$ cat config.mk
export PLATFORM = sky130hd
export DESIGN_NAME = dr_completion_tree
export DESIGN_NICKNAME = d
export VERILOG_FILES = /design/src/rtl/dr_pkg.sv /design/src/rtl/dr_bit_decode.sv /design/src/rtl/dr_c_elem.sv /design/src/rtl/dr_c_tree.sv /design/src/rtl/dr_completion_tree.sv
export SDC_FILE = /design/constraint.sdc
export NUM_CORES = 1
export LEC_CHECK = 0
export ABC_AREA = 0
export BUFFER_PORTS_ARGS = -buffer_cell sky130_fd_sc_hd__buf_2
export CAP_MARGIN = 0
export CORE_MARGIN = 10
export CORE_UTILIZATION = 43
export CTS_BUF_LIST = sky130_fd_sc_hd__clkbuf_4
export CTS_CLUSTER_DIAMETER = 80
export DETAILED_ROUTE_END_ITERATION = 16
export PLACE_DENSITY = 0.74
export SYNTH_ARGS = -nofsm -noshare
export SYNTH_HDL_FRONTEND = slang
export SYNTH_SLANG_ARGS = --single-unit
$ cat constraint.sdc
create_clock -name clk -period 1.09 [get_ports clk]
set_input_delay 0.2725 -clock clk [delete_from_list [all_inputs] [get_ports clk]]
set_output_delay 0.2725 -clock clk [all_outputs]
set_load 0.005 [all_outputs]
$ cat src/rtl/dr_pkg.sv
package dr_pkg;
  // Code on one bit, written as {true rail, false rail}
  typedef enum logic [1:0] {
    CODE_SPACER = 2'b00,
    CODE_ZERO   = 2'b01,
    CODE_ONE    = 2'b10,
    CODE_BAD    = 2'b11
  } rail_code_e;
endpackage

$ cat src/rtl/dr_bit_decode.sv
module dr_bit_decode
  import dr_pkg::*;
(
  input  logic t_i,
  input  logic f_i,
  output logic full_o,
  output logic value_o,
  output logic bad_o
);
  rail_code_e code;

  always_comb begin
    code    = rail_code_e'({t_i, f_i});
    full_o  = 1'b1;
    value_o = 1'b0;
    bad_o   = 1'b0;
    case (code)
      CODE_SPACER: full_o = 1'b0;
      CODE_ZERO:   value_o = 1'b0;
      CODE_ONE:    value_o = 1'b1;
      default:     bad_o = 1'b1;
    endcase
  end
endmodule

$ cat src/rtl/dr_c_elem.sv
module dr_c_elem (
  input  logic clk,
  input  logic rst,
  input  logic a_i,
  input  logic b_i,
  output logic y_o
);
  logic state_q;

  always_ff @(posedge clk) begin
    if (rst)
      state_q <= 1'b0;
    else if (a_i && b_i)
      state_q <= 1'b1;
    else if (!a_i && !b_i)
      state_q <= 1'b0;
  end

  assign y_o = state_q;

  assert_set_R9: assert property (@(posedge clk) disable iff (rst)
    (a_i && b_i) |=> y_o);
  assert_clear_R9: assert property (@(posedge clk) disable iff (rst)
    (!a_i && !b_i) |=> !y_o);
  assert_hold_R9: assert property (@(posedge clk) disable iff (rst)
    (a_i != b_i) |=> $stable(y_o));
endmodule

$ cat src/rtl/dr_c_tree.sv
module dr_c_tree #(
  parameter int N = 8
) (
  input  logic         clk,
  input  logic         rst,
  input  logic [N-1:0] flag_i,
  output logic         root_o
);
  localparam int DEPTH  = (N < 2) ? 1 : $clog2(N);
  localparam int LEAVES = 1 << DEPTH;
  localparam int NODES  = 2 * LEAVES - 1;

  // Heap layout: node 0 is the root, children of k are 2k+1 and 2k+2
  logic [NODES-1:0] node;

  genvar j;
  generate
    for (j = 0; j < LEAVES; j++) begin : g_leaf
      if (j < N) begin : g_real
        assign node[LEAVES-1+j] = flag_i[j];
      end else begin : g_pad
        assign node[LEAVES-1+j] = flag_i[N-1];  // R10 padding copies top bit
      end
    end
    for (j = 0; j < LEAVES - 1; j++) begin : g_node
      dr_c_elem u_c (
        .clk (clk),
        .rst (rst),
        .a_i (node[2*j+1]),
        .b_i (node[2*j+2]),
        .y_o (node[j])
      );
    end
  endgenerate

  assign root_o = node[0];
endmodule

$ cat src/rtl/dr_completion_tree.sv
module dr_completion_tree #(
  parameter int N = 8
) (
  input  logic         clk,
  input  logic         rst,
  input  logic [N-1:0] rail_t,
  input  logic [N-1:0] rail_f,
  output logic         done_o,
  output logic [N-1:0] data_o,
  output logic         err_o
);
  logic [N-1:0] full;
  logic [N-1:0] value;
  logic [N-1:0] bad;
  logic         root;
  logic [N-1:0] data_q;
  logic         err_q;

  genvar i;
  generate
    for (i = 0; i < N; i++) begin : g_bit
      dr_bit_decode u_dec (
        .t_i     (rail_t[i]),
        .f_i     (rail_f[i]),
        .full_o  (full[i]),
        .value_o (value[i]),
        .bad_o   (bad[i])
      );
    end
  endgenerate

  dr_c_tree #(.N(N)) u_tree (
    .clk    (clk),
    .rst    (rst),
    .flag_i (full),
    .root_o (root)
  );

  always_ff @(posedge clk) begin
    if (rst) begin
      data_q <= '0;
      err_q  <= 1'b0;
    end else begin
      data_q <= value;
      err_q  <= |bad;
    end
  end

  assign done_o = root;
  assign data_o = root ? data_q : '0;
  assign err_o  = err_q;

  assert_err_set_R8: assert property (@(posedge clk) disable iff (rst)
    (|bad) |=> err_o);
  assert_err_clear_R8: assert property (@(posedge clk) disable iff (rst)
    !(|bad) |=> !err_o);
  assert_data_gate_R7: assert property (@(posedge clk) disable iff (rst)
    !done_o |-> (data_o == '0));
endmodule

# Word level (Yosys, flattened, before mapping)
# Cells that the tools add are included.
[word_totals] reg_bits=16 output_inout_bits=10
[op_classes] eq_ne=16 n_mux=39 reduce_logical=44
[op_table] op="1-bit 2-to-1 mux" count=38
[op_table] op="3-bit OR reduction" count=8
[op_table] op="2-bit by 1-bit equality test with 1-bit output (second input constant)" count=8
[op_table] op="2-bit equality test (second input constant)" count=8
[op_table] op="2-bit logical NOT" count=8
[op_table] op="1-bit logical AND" count=14
[op_table] op="2-bit nonzero test" count=7
[op_table] op="8-bit 2-to-1 mux" count=1
[op_table] op="8-bit OR reduction" count=1
[op_table] op="1-bit logical NOT" count=6

# Longest topological paths before layout
# Gate-level depths: netlist (run 1).
[logic_depth] depth_word=4 mapped_depth=4 ltp_nobuf=4

# Hierarchy
# Synthesis (run 1) repeated with hierarchy kept, for this count alone.
[hier_totals] cells_unflattened=80 area_unflattened_um2=814.5
[by_module_without_submodules] module="dr_c_elem" n_inst=7 cells_per_inst=4 area_each_um2=46.3 seq_area_each_um2=20.0
[by_module_without_submodules] module="dr_completion_tree" n_inst=1 cells_per_inst=28 area_each_um2=310.3 seq_area_each_um2=180.2
[by_module_without_submodules] module="dr_bit_decode" n_inst=8 cells_per_inst=3 area_each_um2=22.5 seq_area_each_um2=0.0

# Worst setup path before layout (run 1)
# OpenSTA, ideal clock, no wires.
[synth_timing] kind="input port to flip-flop" startpoint="input rail_f[0]" endpoint="register u_tree.g_node[3].u_c.state_q" setup_ps=114 t_arrival_ps=1043 required_ps=976 setup_slack_ps=-68 cell_stages=4 path_buffers=0 cell_sequence="or2_2 > ha_1 > mux2i_1 > nor2_1"
[synth_via] elab_chain_len=4 elab_cells_between_ends=6
[synth_rtl] element="start: declaration" line="dr_completion_tree.sv:7" source="input logic [N-1:0] rail_f,"
[synth_rtl] element="2-bit logical NOT *" line="dr_bit_decode.sv:17" source="case (code)"
[synth_rtl] element="1-bit 2-to-1 mux" line="dr_bit_decode.sv:17"
[synth_rtl] element="1-bit logical AND" line="dr_c_elem.sv:13" source="else if (a_i && b_i)"
[synth_rtl] element="1-bit 2-to-1 mux or 2-bit nonzero test (tied branches)"
[synth_rtl] element="end signal: assignment" line="dr_c_elem.sv:12" source="state_q <= 1'b0;"
[synth_rtl] element="end signal: assignment" line="dr_c_elem.sv:14" source="state_q <= 1'b1;"
[synth_rtl] element="end signal: assignment" line="dr_c_elem.sv:16" source="state_q <= 1'b0;"
[synth_rtl] element="end: declaration" line="dr_c_elem.sv:8" source="logic state_q;"
# Every way passes the cells marked *; elsewhere a longest branch is shown, timed or not.
# A chain may end at the register's enable or synchronous reset.

# Worst setup path after layout (run 1)
[layout_timing] startpoint="register u_tree.g_node[0].u_c.state_q" endpoint="output data_o[2]"
[layout_via] elab_chain_len=1
[layout_rtl] element="start: declaration" line="dr_c_elem.sv:8"
[layout_rtl] element="start signal: assignment" line="dr_c_elem.sv:12"
[layout_rtl] element="start signal: assignment" line="dr_c_elem.sv:14"
[layout_rtl] element="start signal: assignment" line="dr_c_elem.sv:16"
[layout_rtl] element="8-bit 2-to-1 mux" line="dr_completion_tree.sv:50" source="assign data_o = root ? data_q : '0;"
[layout_rtl] element="end: declaration" line="dr_completion_tree.sv:9" source="output logic [N-1:0] data_o,"
# Every way passes these cells.

==> metrics.md, run 1 <==
| Metric | Value |
|---|---|
| Status | `complete, but fails checks` |
| Failing checks | `setup timing` |
| Clk sinks | `16` |
| Type of origin of the critical path | `flip-flop` |
| Placer congestion estimate | `0.6952` |
| Total routed wirelength | `around 1.7 mm` |
| Fillers | `143` |
| Worst slew slack as a fraction of its limit | `about four fifths` |
| Period minus WS final | `1.190 ns` |
| Reg2reg path depth | `3` |
| Core Footprint | `roughly 1700 µm²` |
| Antenna Diode Count | `0` |
| Leakage power | `roughly 0.52 nW` |
| Peak VDD IR | `around 660 µV` |
| Class of the tightest hold or removal check | `input port to flip-flop` |
| Syn Std Cell Area | `roughly 750 µm²` |
| Share of final-layout standard cells stronger than drive strength 1 | `55.36%` |
| Fin crit share | `109.2%` |
| Overflow left after global routing | `0` |
| Fin nets | `between 100 and 150` |
| Required @ worst endpoint | `around 0.8 ns` |
| Seq/Total Area, Yosys | `~43%` |
| Maximum root-to-sink buffer count | `2` |
| Cell-by-cell trace of the critical path | `and2_1 -> buf_2` |
| Number of remaining DRC errors | `0` |
| Violation count after the first detailed-routing iteration | `8` |
| Final hold viol count | `0` |
| Worst slew pin tran | `~0.31 ns` |
| Maxcap violations | `0` |
| Count of state elements after synthesis | `16` |
| Syn. warnings | `0` |
| Clock root buffer | `clkbuf_4` |
| Min-Delay Path Depth | `3` |
| Slowest CP cell | `dfxtp_4` |
| Die outline width | `between 60 and 70 µm` |
| I/O Pins | `28` |
| Site row count | `15` |
| Final ANT Viol Nets | `0` |
| Number of buffers created by CTS | `3` |
| Average size of a mapped cell | `10.98 µm²` |
| Router iterations before antenna repair | `2` |
| CTS tree | `done` |
| Start-to-end type of the worst setup path | `flip-flop to primary output` |
| Worst clock skew | `approximately 0.0027 ns` |
| Die ar. | `~3800 µm²` |
| Count of input and output buffers | `27` |
| Number of antenna violations at the first check in global routing | `0` |
| Sort of element at the end of the critical path | `primary output` |
| Number of H-tree levels | `1` |
| RSZ-0062 raised after global routing | `yes` |
| Die height | `around 62 µm` |
| Final-report setup violation count | `8` |
| Wire length of the first global-routing pass | `2.939 mm` |
| Overall fraction of global-route tracks in use | `between 10% and 20%` |
| Max stage delay on crit path | `0.38 ns` |
| Vias in the first global route | `roughly 680` |
| Synthesized netlist cell count | `a little under 70` |
| Initial Utilization | `between 40% and 50%` |
| Arrival time of data at the critical path endpoint | `0.92 ns` |
| Worst hold slack across all endpoints | `~0.25 ns` |
| Dpl ws | `-0.1541 ns` |
| Mapped Nets | `93` |
| Via density | `just under 5` |
| Worst-skew pair later-pin latency | `0.28 ns` |
| Power Density | `between 1000 and 1500 nW/µm²` |
| Highest attainable clock frequency | `840.3 MHz` |
| Largest net degree at the start of global routing | `17` |
| Total Neg Setup Slack | `-0.7815 ns` |
| Largest driver fanout on the critical path | `10` |
| Register clock-pin slew on the reported worst setup and hold paths | `roughly 0.090 ns` |
| Post-Route Utilization | `64.74%` |
| Vias post-DR | `631` |
| Post-detailed-route wirelength per cell | `13.13 µm` |
| Final critical-path setup slack | `-0.1000 ns` |
| Yosys cell types | `12` |
| Placed wire-length estimate after detailed placement | `about 1.4 mm` |
| Layout-stage area growth over the synthesis result | `46.40%` |
| Fin. max-slew vios | `0` |
## worst max-delay path, delay by kind of cell, from the launching register on
family | cells | cell delay [ns]
buf+inv | 1 | 0.12
simple gates | 1 | 0.14
flops | 1 | 0.38
## kinds of logic after synthesis
kind of cell | synth area share (%)
buffers and inverters | 3.517
flip-flops | 42.88
AND/OR/NAND/NOR | 26.30
adder cells (fa/ha/maj) | 11.72
multiplexers | 9.381
AO/OA/AOI/OAI | 6.198
## per-stage QoR
step | power, W | instance area [µm²] | std cells
detailed placement | 0.0008763 | 1067 | 126
CTS | 0.001181 | 1094 | 129
finish | 0.001164 | 1094 | 129
global route | 0.001241 | 1094 | 129
floorplan | 0.0007706 | 817.0 | 68
global placement | 0.0008674 | 1067 | 126
## state kept, by name, summed over array words and instances, names as in the netlist
| register | cells |
|---|---|
| u_tree.g_node.u_c.y_o | 7 |
| data_q | 8 |
| err_o | 1 |
## where the power goes
| part | internal [W] | leakage, nW | switching (W) |
|---|---|---|---|
| Sequential | 0.000612 | 0.132 | 0.0000117 |
| Clock | 0.000128 | 0.0138 | 0.000178 |
| Combinational | 0.000144 | 0.378 | 0.0000903 |
## area by class of cell
class / count / area [µm²] / area share [%]
clock buffers: 3 / 22.52 / 2.059
well taps: 17 / 21.27 / 1.945
flip-flops and latches: 16 / 324.1 / 29.63
multi-input cells: 50 / 470.5 / 43.02
repair buffers: 43 / 255.2 / 23.34
## synth_stat cells
cell type  count  area (µm²)
a22oi_1        4       30.03
nor2_1         7       26.28
dfxtp_1       16       320.3
mux2i_1        7       70.07
buf_8          1       15.01
or2_2          8       50.05
a41oi_2        1       16.27
buf_6          1       11.26
ha_1           7       87.58
nor3b_1        6       45.04
and2_1         8       50.05
nor3b_2        2       25.02
## final timing paths
| check | start | endpoint | slack, ns |
|---|---|---|---|
| worst max-delay path | u_tree.g_node[0].u_c.y_o | data_o[2] | -0.10 |
| worst min-delay path | rail_f[5] | data_q[5] | 0.25 |
| worst max register to register | u_tree.g_node[3].u_c.y_o | u_tree.g_node[1].u_c.y_o | 0.10 |
| worst min register to register | u_tree.g_node[6].u_c.y_o | u_tree.g_node[6].u_c.y_o | 0.52 |
## cells in the final DEF, fill, tap and decap left out, drive strengths merged
cell type	n
a41oi	1
clkbuf	3
nor3b	8
and2	8
buf	43
dfxtp	16
nor2	7
or2	8
a22oi	4
ha	7
mux2i	7
## metal layers
metal,share of wire [%],up-vias,global-route usage (%),wire [µm]
li1,-,327,-,-
met1,42,282,11.19,704
met2,49,18,18.30,836
met3,7.8,4,3.299,132
met4,1.2,0,4.459,20
met5,0,-,0,0
## timing repair
item	in CTS	in global routing
hold buffers	0	0
buffers inserted	0	0
endpoints found under the setup margin	9	9
gates resized for setup	2	0
(Power assumes the default switching activity.)
==> inputs of run 2 (changes only) <==
--- a/config.mk
+++ b/config.mk
@@ -8,6 +8,7 @@
 export ABC_AREA = 0
 export BUFFER_PORTS_ARGS = -buffer_cell sky130_fd_sc_hd__buf_2
 export CAP_MARGIN = 0
+export CORE_ASPECT_RATIO = 0.75
 export CORE_MARGIN = 10
 export CORE_UTILIZATION = 43
 export CTS_BUF_LIST = sky130_fd_sc_hd__clkbuf_4
==> run 2 against run 1 <==
  * The flow still finishes with violations (setup timing)
  * Via count fell by 0.79%
  * First-iteration DRC count decreased by 25%
  * Critical path type unchanged
  * Flip-flop and latch count stayed put
  * Sequential share of layout area up 0.27 points
  * Sequential power hardly changed
  * Routed wire length grew 1.4%
  * Cell area is 0.92% lower
  * Die area rose by 0.45%
  * Fmax decreased by 1.3%
  * Largest cell class unchanged
  * Clock power is essentially flat
  * Clock skew down 0.0020 ns
==> metrics.md, run 2 (same netlist as run 1, synthesis figures left out) <==
| Metric | Value |
|---|---|
| Status | `complete, but fails checks` |
| Failing checks | `setup timing` |
| Final hold viol count | `0` |
| Met3 layer usage reported by global route | `between 5 and 6%` |
| Number of remaining DRC errors | `0` |
| CTS tree | `done` |
| Vias post-DR | `between 600 and 700` |
| Post-Route Utilization | `between 60% and 70%` |
| Layout-stage area growth over the synthesis result | `45.06%` |
| I/O Pins | `28` |
| Wire length of the first global-routing pass | `about 2.9 mm` |
| Die outline width | `slightly below 70 µm` |
| Total Neg Setup Slack | `-0.8577 ns` |
| Power Density | `about 1100 nW/µm²` |
| Most frequent cells in the layout | `buf_2, dfxtp_1, buf_4, and2_1, or2_4` |
| Maxcap violations | `0` |
| Antenna Diode Count | `0` |
| Post-detailed-route wirelength per cell | `about 13 µm` |
| Final-report setup violation count | `8` |
| Site row count | `12` |
| Number of H-tree levels | `1` |
| Post-CTS repair timing setup buffer count | `0` |
| Overall fraction of global-route tracks in use | `roughly a tenth` |
| Die ar. | `about 3800 µm²` |
| Core Footprint | `between 1500 and 2000 µm²` |
| Class of the tightest hold or removal check | `input port to flip-flop` |
| Commonest non-fill, non-tap cell in the layout | `buf_2` |
| Fin. max-slew vios | `0` |
| Worst slew slack as a fraction of its limit | `about four fifths` |
| Count of input and output buffers | `27` |
| Router iterations before antenna repair | `2` |
| Met2 GRT Util | `between 15 and 20%` |
| Largest net degree at the start of global routing | `17` |
| Final critical-path setup slack | `-0.1159 ns` |
| Sort of element at the end of the critical path | `primary output` |
| Worst clock skew | `roughly 0.0007 ns` |
| Worst-skew pair later-pin latency | `0.29 ns` |
| Vias in the first global route | `about 650` |
| Overflow left after global routing | `0` |
| Peak VDD IR | `872.1 µV` |
| Period minus WS final | `~1.2 ns` |
| Fin crit share | `110.6%` |
| Maximum root-to-sink buffer count | `2` |
| Clock root buffer | `clkbuf_4` |
| Largest driver fanout on the critical path | `10` |
| Total routed wirelength | `~1.7 mm` |
| GR Layer Usage met1 | `around a tenth` |
| Leakage power | `just over 0.5 nW` |
| RSZ-0062 raised after global routing | `yes` |
| Start-to-end type of the worst setup path | `flip-flop to primary output` |
| Violation count after the first detailed-routing iteration | `6` |
| Fin nets | `between 100 and 150` |
| Initial Utilization | `a little under half` |
| Placer congestion estimate | `about 0.75` |
| Required @ worst endpoint | `~0.8 ns` |
| Flip-flop count of the largest register, all copies and words added | `8` |
| Final ANT Viol Nets | `0` |
| Worst hold slack across all endpoints | `approximately 0.24 ns` |
| Share of final-layout standard cells stronger than drive strength 1 | `a little over half` |
| Worst slew pin tran | `between 0.3 and 0.4 ns` |
| Arrival time of data at the critical path endpoint | `0.93 ns` |
| Clk sinks | `16` |
| Via density | `around 4.8` |
| Number of buffers created by CTS | `3` |
| Register clock-pin slew on the reported worst setup and hold paths | `around 0.09 ns` |
| Highest attainable clock frequency | `~830 MHz` |
| Register bank with the most flops | `data_q` |
| Placed wire-length estimate after detailed placement | `between 1 and 1.5 mm` |
| Number of antenna violations at the first check in global routing | `0` |
| Busiest metal layer after global routing | `met2` |
| Die height | `roughly 56 µm` |
| Type of origin of the critical path | `flip-flop` |
## run 2: cell count changes in the layout (fill, tap and decap cells not counted)
cell   change
buf_4      -2
## run 2: worst paths after layout
path / start / end / slack (ns) / cells after the start
min: rail_f[2] / data_q[2] / 0.24 / 3
max: u_tree.g_node[0].u_c.y_o / data_o[3] / -0.12 / 2
min reg2reg: u_tree.g_node[4].u_c.y_o / u_tree.g_node[4].u_c.y_o / 0.51 / 2
max reg2reg: u_tree.g_node[2].u_c.y_o / u_tree.g_node[0].u_c.y_o / 0.13 / 3
## run 2: final cells by class
| class | count | area, µm² |
|---|---|---|
| clock buffer | 3 | 22.52 |
| fill | 131 | 478.0 |
| multi-input combinational | 50 | 470.5 |
| sequential | 16 | 324.1 |
| tap | 21 | 26.28 |
| timing repair buffer | 41 | 240.2 |
## run 2: layer usage
layer | part of all wire [%] | wire length, µm | vias up
met5 | 0 | 0 | -
met4 | 0.58 | 10 | 0
met3 | 9.5 | 163 | 3
met2 | 49 | 841 | 16
met1 | 41 | 702 | 286
li1 | - | - | 321
## run 2: through the flow
step	setup slack, ns	instances	area (µm²)	total power [W]
after floorplan	0.006912	68	817.0	0.0007706
after global placement	-0.1468	128	1057	0.0008624
after detailed placement	-0.1728	128	1057	0.0008713
after CTS	-0.1289	131	1084	0.001172
after global routing	-0.1766	131	1084	0.001228
final	-0.1159	131	1084	0.001160
## run 2: worst max-delay path, stage by stage (launching register included)
cell and delay [ns]:
dfxtp_4 0.38, and2_1 0.14, buf_2 0.12
## run 2: timing repair
action	CTS	global route
gates resized for setup	2	0
endpoints found under the setup margin	9	9
hold buffers	0	0
cloned	0	0
## run 2: power breakdown
| group | internal (W) | switching (W) |
|---|---|---|
| registers | 0.000612 | 0.0000112 |
| logic | 0.000139 | 0.0000898 |
| clock network | 0.000129 | 0.000180 |
| total | 0.000880 | 0.000281 |
